**src/rtl/dsm_pkg.sv**
```systemverilog
package dsm_pkg;
  typedef enum logic {
    FMT_UBYTE  = 1'b0,
    FMT_SWORD  = 1'b1
  } dsm_fmt_e;

  typedef enum logic {
    LOOP_FIRST  = 1'b0,
    LOOP_SECOND = 1'b1
  } dsm_loop_e;

  localparam int unsigned NUM_STAGES = 2;
endpackage

```
**src/rtl/dsm_input_map.sv**
```systemverilog
module dsm_input_map #(
  parameter int unsigned S_W   = 16,
  parameter int unsigned U_W   = 8,
  parameter int unsigned ACC_W = 20
) (
  input  logic                    fmt_signed,
  input  logic [S_W-1:0]          sample,
  output logic signed [ACC_W-1:0] x_ext
);
  // Offset-binary to signed: invert the top bit of the unsigned byte.
  function automatic logic signed [U_W-1:0] ubyte_to_signed(input logic [U_W-1:0] u);
    return {~u[U_W-1], u[U_W-2:0]};
  endfunction

  logic signed [S_W-1:0] word_s;
  logic signed [U_W-1:0] byte_s;

  always_comb begin
    word_s = sample;
    byte_s = ubyte_to_signed(sample[U_W-1:0]);
    if (fmt_signed == dsm_pkg::FMT_SWORD) x_ext = ACC_W'(word_s);
    else                                  x_ext = ACC_W'(byte_s);
  end
endmodule

```
**src/rtl/dsm_feedback_ddc.sv**
```systemverilog
module dsm_feedback_ddc #(
  parameter int unsigned S_W   = 16,
  parameter int unsigned U_W   = 8,
  parameter int unsigned ACC_W = 20
) (
  input  logic                    fmt_signed,
  input  logic                    bit_in,
  output logic signed [ACC_W-1:0] fb_word
);
  // Replicate the bit over the word, then flip the top bit so that the
  // all-zero and all-one words land on the negative and positive rails.
  logic signed [S_W-1:0] word_fb;
  logic signed [U_W-1:0] byte_fb;

  genvar gi;
  generate
    for (gi = 0; gi < S_W; gi++) begin : g_word
      if (gi == S_W-1) begin : g_top
        assign word_fb[gi] = ~bit_in;
      end else begin : g_rest
        assign word_fb[gi] = bit_in;
      end
    end
    for (gi = 0; gi < U_W; gi++) begin : g_byte
      if (gi == U_W-1) begin : g_top
        assign byte_fb[gi] = ~bit_in;
      end else begin : g_rest
        assign byte_fb[gi] = bit_in;
      end
    end
  endgenerate

  always_comb begin
    if (fmt_signed == dsm_pkg::FMT_SWORD) fb_word = ACC_W'(word_fb);
    else                                  fb_word = ACC_W'(byte_fb);
  end
endmodule

```
**src/rtl/dsm_sat_integrator.sv**
```systemverilog
module dsm_sat_integrator #(
  parameter int unsigned ACC_W = 20
) (
  input  logic                    clk,
  input  logic                    clr,
  input  logic                    en,
  input  logic signed [ACC_W-1:0] add_term,
  input  logic signed [ACC_W-1:0] sub_term,
  output logic signed [ACC_W-1:0] acc_q,
  output logic signed [ACC_W-1:0] acc_next
);
  localparam int unsigned SUM_W = ACC_W + 2;

  function automatic logic signed [ACC_W-1:0] clip(input logic signed [SUM_W-1:0] v);
    logic signed [SUM_W-1:0] hi_lim;
    logic signed [SUM_W-1:0] lo_lim;
    hi_lim = SUM_W'({1'b0, {(ACC_W-1){1'b1}}});
    lo_lim = -hi_lim - SUM_W'(1);
    if (v > hi_lim)      return {1'b0, {(ACC_W-1){1'b1}}};
    else if (v < lo_lim) return {1'b1, {(ACC_W-1){1'b0}}};
    else                 return v[ACC_W-1:0];
  endfunction

  logic signed [SUM_W-1:0] sum_wide;

  always_comb begin
    sum_wide = SUM_W'(acc_q) + SUM_W'(add_term) - SUM_W'(sub_term);
    acc_next = clip(sum_wide);
  end

  always_ff @(posedge clk) begin
    if (clr)     acc_q <= '0;
    else if (en) acc_q <= acc_next;
  end
endmodule

```
**src/rtl/dsm_bitstream_mod.sv**
```systemverilog
module dsm_bitstream_mod #(
  parameter int unsigned S_W   = 16,
  parameter int unsigned U_W   = 8,
  parameter int unsigned GUARD = 4
) (
  input  logic           clk,
  input  logic           rst,
  input  logic           en,
  input  logic           fmt_signed,
  input  logic           order2,
  input  logic [S_W-1:0] sample_in,
  output logic           bit_out
);
  localparam int unsigned ACC_W = S_W + GUARD;
  localparam int unsigned NST   = dsm_pkg::NUM_STAGES;

  logic signed [ACC_W-1:0] x_ext;
  logic signed [ACC_W-1:0] fb_word;
  logic signed [ACC_W-1:0] stage_in   [NST];
  logic signed [ACC_W-1:0] stage_q    [NST];
  logic signed [ACC_W-1:0] stage_next [NST];
  logic                    bit_q;

  // Named views for the checker.
  logic signed [ACC_W-1:0] acc1_q;
  logic signed [ACC_W-1:0] acc2_q;
  assign acc1_q = stage_q[0];
  assign acc2_q = stage_q[1];

  dsm_input_map #(.S_W(S_W), .U_W(U_W), .ACC_W(ACC_W)) u_map (
    .fmt_signed (fmt_signed),
    .sample     (sample_in),
    .x_ext      (x_ext)
  );

  dsm_feedback_ddc #(.S_W(S_W), .U_W(U_W), .ACC_W(ACC_W)) u_ddc (
    .fmt_signed (fmt_signed),
    .bit_in     (bit_q),
    .fb_word    (fb_word)
  );

  genvar gs;
  generate
    for (gs = 0; gs < NST; gs++) begin : g_stage
      logic stage_clr;
      if (gs == 0) begin : g_first
        assign stage_in[gs] = x_ext;
        assign stage_clr    = rst;
      end else begin : g_later
        assign stage_in[gs] = stage_next[gs-1];
        assign stage_clr    = rst | (order2 == dsm_pkg::LOOP_FIRST);
      end
      dsm_sat_integrator #(.ACC_W(ACC_W)) u_int (
        .clk      (clk),
        .clr      (stage_clr),
        .en       (en),
        .add_term (stage_in[gs]),
        .sub_term (fb_word),
        .acc_q    (stage_q[gs]),
        .acc_next (stage_next[gs])
      );
    end
  endgenerate

  logic quant_in_neg;
  assign quant_in_neg = (order2 == dsm_pkg::LOOP_SECOND) ? stage_next[NST-1][ACC_W-1]
                                                         : stage_next[0][ACC_W-1];

  always_ff @(posedge clk) begin
    if (rst)     bit_q <= 1'b0;
    else if (en) bit_q <= ~quant_in_neg;
  end

  assign bit_out = bit_q;
endmodule

```
**config.mk**
```make
export PLATFORM = sky130hd
export DESIGN_NAME = dsm_bitstream_mod
export DESIGN_NICKNAME = d
export VERILOG_FILES = /design/src/rtl/dsm_pkg.sv /design/src/rtl/dsm_input_map.sv /design/src/rtl/dsm_feedback_ddc.sv /design/src/rtl/dsm_sat_integrator.sv /design/src/rtl/dsm_bitstream_mod.sv
export SDC_FILE = /design/constraint.sdc
export NUM_CORES = 1
export LEC_CHECK = 0
export BUFFER_PORTS_ARGS = -buffer_cell sky130_fd_sc_hd__buf_2
export CORE_MARGIN = 3
export CORE_UTILIZATION = 30
export DETAILED_ROUTE_END_ITERATION = 10
export RECOVER_POWER = 50
export SYNTH_ARGS = -nofsm -noshare
export SYNTH_HDL_FRONTEND = slang
export SYNTH_SLANG_ARGS = --single-unit
```
**constraint.sdc**
```tcl
create_clock -name clk -period 14.2 [get_ports clk]
set_input_delay 1.42 -clock clk [delete_from_list [all_inputs] [get_ports clk]]
set_output_delay 1.42 -clock clk [all_outputs]
set_load 0.02 [all_outputs]
```
# [Word level (Yosys, flattened, before mapping)]
# Cells that the tools add are included.
[totals] out_inout_bits=1 word_cells=23 register_bits=41
[op_classes] n_addsub=4 bitwise=5 order_cmp=4 mux=7
[ops] operator="$mux 20" count=5
[ops] operator="$gt 22x20->1 const B" count=2
[ops] operator="$lt 22x20->1 const B" count=2
[ops] operator="$sub 21x16->22" count=2
[ops] operator="$add 20x20->21" count=2
[ops] operator="$mux 15" count=1
[ops] operator="$not 1->1" count=4
[ops] operator="$mux 1" count=1
[ops] operator="$or 1x1->1" count=1

# [Longest topological paths before layout]
[logic_depth] depth_word=14 depth_mapped=31

# [Modules after synthesis]
# Synthesis repeated with hierarchy kept, for this count alone.
[hier_totals] cells_unflattened=749 hier_area_um2=5929.4
[by_module_without_submodules] mod="dsm_sat_integrator at g_stage[1].u_int" seq_area_each_um2=400.4 cells_each=363 instances=1 area_each_um2=2822.7
[by_module_without_submodules] mod="dsm_sat_integrator at g_stage[0].u_int" seq_area_each_um2=400.4 cells_each=338 instances=1 area_each_um2=2731.4
[by_module_without_submodules] mod="dsm_input_map" seq_area_each_um2=0.0 cells_each=22 instances=1 area_each_um2=173.9
[by_module_without_submodules] mod="dsm_feedback_ddc" seq_area_each_um2=0.0 cells_each=20 instances=1 area_each_um2=147.6
[by_module_without_submodules] mod="dsm_bitstream_mod" seq_area_each_um2=20.0 cells_each=6 instances=1 area_each_um2=53.8

# [Worst setup path before layout]
# No wires, ideal clock.
[synth_timing] kind="input-to-reg" startpoint="input fmt_signed" endpoint="register g_stage[1].u_int.acc_q[8]" path_stages=26 setup_ps=122 setup_slack_ps=6518 path_buffers=5 arrival_ps=7560 path_cell_list="buf_1 nor2b_1 clkbuf_1 a21oi_1 fa_1 ha_1 clkbuf_1 a21o_1 a2111o_1 o2bb2ai_2 o21ai_4 buf_2 nand2_1 nand2b_1 fa_1 ha_1 nor2b_1 o31ai_2 a31oi_1 a41o_1 a2111o_1 a21o_1 nand3_2 a21oi_2 buf_4 a221o_1"
[synth_via] elab_chain_len=11 elab_cells_between_ends=14
[synth_rtl] item="start, declared" line_no="dsm_bitstream_mod.sv:9" rtl="input logic fmt_signed,"
[synth_rtl] item="$mux 20" line_no="dsm_input_map.sv:21" rtl="if (fmt_signed == dsm_pkg::FMT_SWORD) x_ext = ACC_W'(word_s);"
[synth_rtl] item="$add 20x20->21" line_no="dsm_sat_integrator.sv:27" rtl="sum_wide = SUM_W'(acc_q) + SUM_W'(add_term) - SUM_W'(sub_term);"
[synth_rtl] item="$sub 21x16->22 *" line_no="dsm_sat_integrator.sv:27"
[synth_rtl] item="$lt 22x20->1" line_no="dsm_sat_integrator.sv:20" rtl="else if (v < lo_lim) return {1'b1, {(ACC_W-1){1'b0}}};"
[synth_rtl] item="$mux 20" line_no="dsm_sat_integrator.sv:20"
[synth_rtl] item="$mux 20 *" line_no="dsm_sat_integrator.sv:19" rtl="if (v > hi_lim) return {1'b0, {(ACC_W-1){1'b1}}};"
[synth_rtl] item="via g_stage[0].u_int.acc_next[19]" line_no="dsm_sat_integrator.sv:10" rtl="output logic signed [ACC_W-1:0] acc_next"
[synth_rtl] item="$add 20x20->21 *" line_no="dsm_sat_integrator.sv:27"
[synth_rtl] item="$sub 21x16->22 *" line_no="dsm_sat_integrator.sv:27"
[synth_rtl] item="$lt 22x20->1" line_no="dsm_sat_integrator.sv:20"
[synth_rtl] item="$mux 20" line_no="dsm_sat_integrator.sv:20"
[synth_rtl] item="$mux 20 *" line_no="dsm_sat_integrator.sv:19"
[synth_rtl] item="end signal, assigned" line_no="dsm_sat_integrator.sv:33" rtl="else if (en) acc_q <= acc_next;"
[synth_rtl] item="end, declared" line_no="dsm_sat_integrator.sv:9" rtl="output logic signed [ACC_W-1:0] acc_q,"
# Mark *: on every way through the listed nets, which the timed path passes. The rest lies on a longest branch.
# A chain may end at the register's enable or synchronous reset.

# [Final worst setup path]
[layout_timing] startpoint="input fmt_signed" endpoint="register g_stage[1].u_int.acc_q[6]"
# The elaborated chain is that of the path after synthesis.

==> results.cfg <==
[floorplanning]
coreArea_sq_mm = 0.0162
num_rows = 46
die_w_microns = 136
die_h_microns = 136
io_pins = 22
die_area_sq_mm = 0.0184
start_util = 0.312

[clock_network]
cts_tree = built
clock-sinks = 41
clock_latency_ns = 0.29
cts-resized-gates = 0
post_cts_buffers = 0
cts_hold_buf = 0
cts_max_level = 2
cts_made_buffers = 5
cts_root_buf = clkbuf_16
path_clk_slew_ns = 0.06
clockBufferDepth = 2

[setup_path]
worstPathArrival_ns = 10.45
cp_num_buf_inv = 1
cp_top_family = compound AO/OA/AOI/OAI gates
max_stage_delay_ns = 1.49
cp_common_cell = a21oi_1
crit_fanout = 19
timing.rr.start = bit_out$_SDFFE_PP0P_
start_kind = input port
path_class = in2reg
required_ns = 14.42
endpoint_kind = flop
cp-startpoint = fmt_signed
crit_slowest_cell = o21ai_0

[logic_synthesis]
synth_flop_cell = dfxtp_1
syn_nets = 708
syn_inst = 603
synth_seq_cells = 41
async_flop_share = 0
synth_edf_count = 0
ys_types = 60
ys_seq_area_frac = 0.163
yosysWarnings = 0
synth.avg_cell_area_sq_um = 8.36
synth_area_sq_mm = 0.00504

[outcome]
status = finished, violations left
violations = max-capacitance violations, max-slew violations

[global_routing]
grt_pass1_vias = 4029
grt_use_total = 0.136
grt_overflow = 0
antenna_found_initial = 0
grt_pass1_wl_mm = 20.3
grt_max_degree = 47

[sta]
max_freq_ghz = 0.0978
min_period_ns = 10.22
hold_violations = 0
drv_slew = 40
rsz0062_at_grt = false
setup_viol = 0
setup_tns_ns = 0
tightest_slew_ns = 1.90
layout_worst_path_cycle_share = 0.720
clock_skew_ns = 0.00583
max-slew-margin-rel = -0.280

[placed_design]
gp_congestion = 0.846
port-buffer-count = 21
place_hpwl_mm = 9.63
place_inst = 821

[detailed_routing]
firstDrtPassIters = 5
num_vias = 4179
drt_iter0_markers = 303
wirelength_mm = 12.1
drc_errors = 0
postRouteAntennaNets = 0
via_per_inst = 5.04
post_drt_wl_per_cell_microns = 14.6

[cells_and_area]
nNetsFinal = 717
final_cell_mix = 60 x inv_1, 60 x ha_1, 52 x a21oi_1, 47 x nor2_1, 41 x dfxtp_1
syn2layout_area_growth_pct = 8.89
layout.cells.non_filler = 829
final_layout_size_suffix_gt1_frac = 0.0783
diodes = 0

[worst_hold_path]
min_from = g_stage[0].u_int.acc_q[1]$_SDFFE_PP0P_
worstHoldPathType = reg2reg

[run]
drv_cap = 2
## layout make-up
| type | instances | area (sq um) |
|---|---|---|
| multi-input combinational | 480 | 3860 |
| clock buffer | 5 | 125 |
| sequential | 41 | 821 |
| clock inverter | 3 | 65.1 |
| fill | 1732 | 10700 |
| timing repair buffer | 24 | 123 |
| inverter | 60 | 225 |
| tap | 216 | 270 |
## cells in the mapped netlist (all sizes together) (2+ instances only)
cell type	n	area [sq um]
ha	60	751
inv	60	225
a21oi	54	289
nor2	47	176
dfxtp	41	821
xnor2	40	358
nand2	30	113
a21o	28	210
o21ai	25	136
fa	24	480
a211oi	22	190
a221o	17	170
clkbuf	17	63.8
nand2b	16	100
nand3	13	70.1
o21bai	11	82.6
xor2	11	96.3
and3	8	50.1
nor2b	8	50.1
and2	7	43.8
a31oi	6	43.8
o211ai	6	50.1
buf	5	31.3
mux2i	5	50.1
nand4	5	31.3
o21a	5	37.5
nor3	4	25.0
a21boi	3	26.3
a41oi	3	26.3
nand3b	3	22.5
a2111o	2	22.5
a211o	2	17.5
a311oi	2	35.0
o31ai	2	20.0
## flip-flops by register name, indices dropped and copies added, names as in the netlist
signal	flops
g_stage.u_int.acc_q	40
bit_out	1
## final timing paths
check	end	depth (start not counted)	slack, ns
worst max-delay path	g_stage[1].u_int.acc_q[6]$_SDFFE_PP0P_	25	3.98
worst min register to register	g_stage[0].u_int.acc_q[1]$_SDFFE_PP0P_	2	0.49
worst max register to register	g_stage[1].u_int.acc_q[6]$_SDFFE_PP0P_	25	4.41
worst min-delay path	g_stage[0].u_int.acc_q[1]$_SDFFE_PP0P_	2	0.49
## metrics by stage
| step | worst slack [ns] | hold WS, ns | util | cell area [sq um] |
|---|---|---|---|---|
| after floorplan | 6.52 | 0.455 | - | 5040 |
| after global placement | 5.48 | 0.476 | 0.330 | 5340 |
| after detailed placement | 5.41 | 0.475 | 0.330 | 5340 |
| after CTS | 5.68 | 0.486 | 0.342 | 5530 |
| after global routing | 2.87 | 0.512 | 0.339 | 5490 |
| final | 3.98 | 0.491 | 0.339 | 5490 |
## kinds of logic after synthesis
kind of cell	count (synthesis)	synth area share
fa+ha+maj	84	0.244
flops	41	0.163
buf+inv	82	0.0636
simple gates	142	0.137
mux	6	0.0122
xor+xnor	51	0.0901
compound gates	197	0.290
## tightest hold or removal path: stages (launching register included)
cell and delay, ns:
dfxtp_1 0.31, nor2_1 0.08, a211oi_1 0.05
## per-layer routing
layer,GRT usage,vias up,part of all wire
met5,0,-,0
met1,0.204,1946,0.53
met4,0.0358,0,0.011
li1,-,2168,-
met3,0.0134,11,0.026
met2,0.209,54,0.44
Power is not shown: default switching activity piles up to over one toggle a cycle in this logic, so the estimate is an artifact.
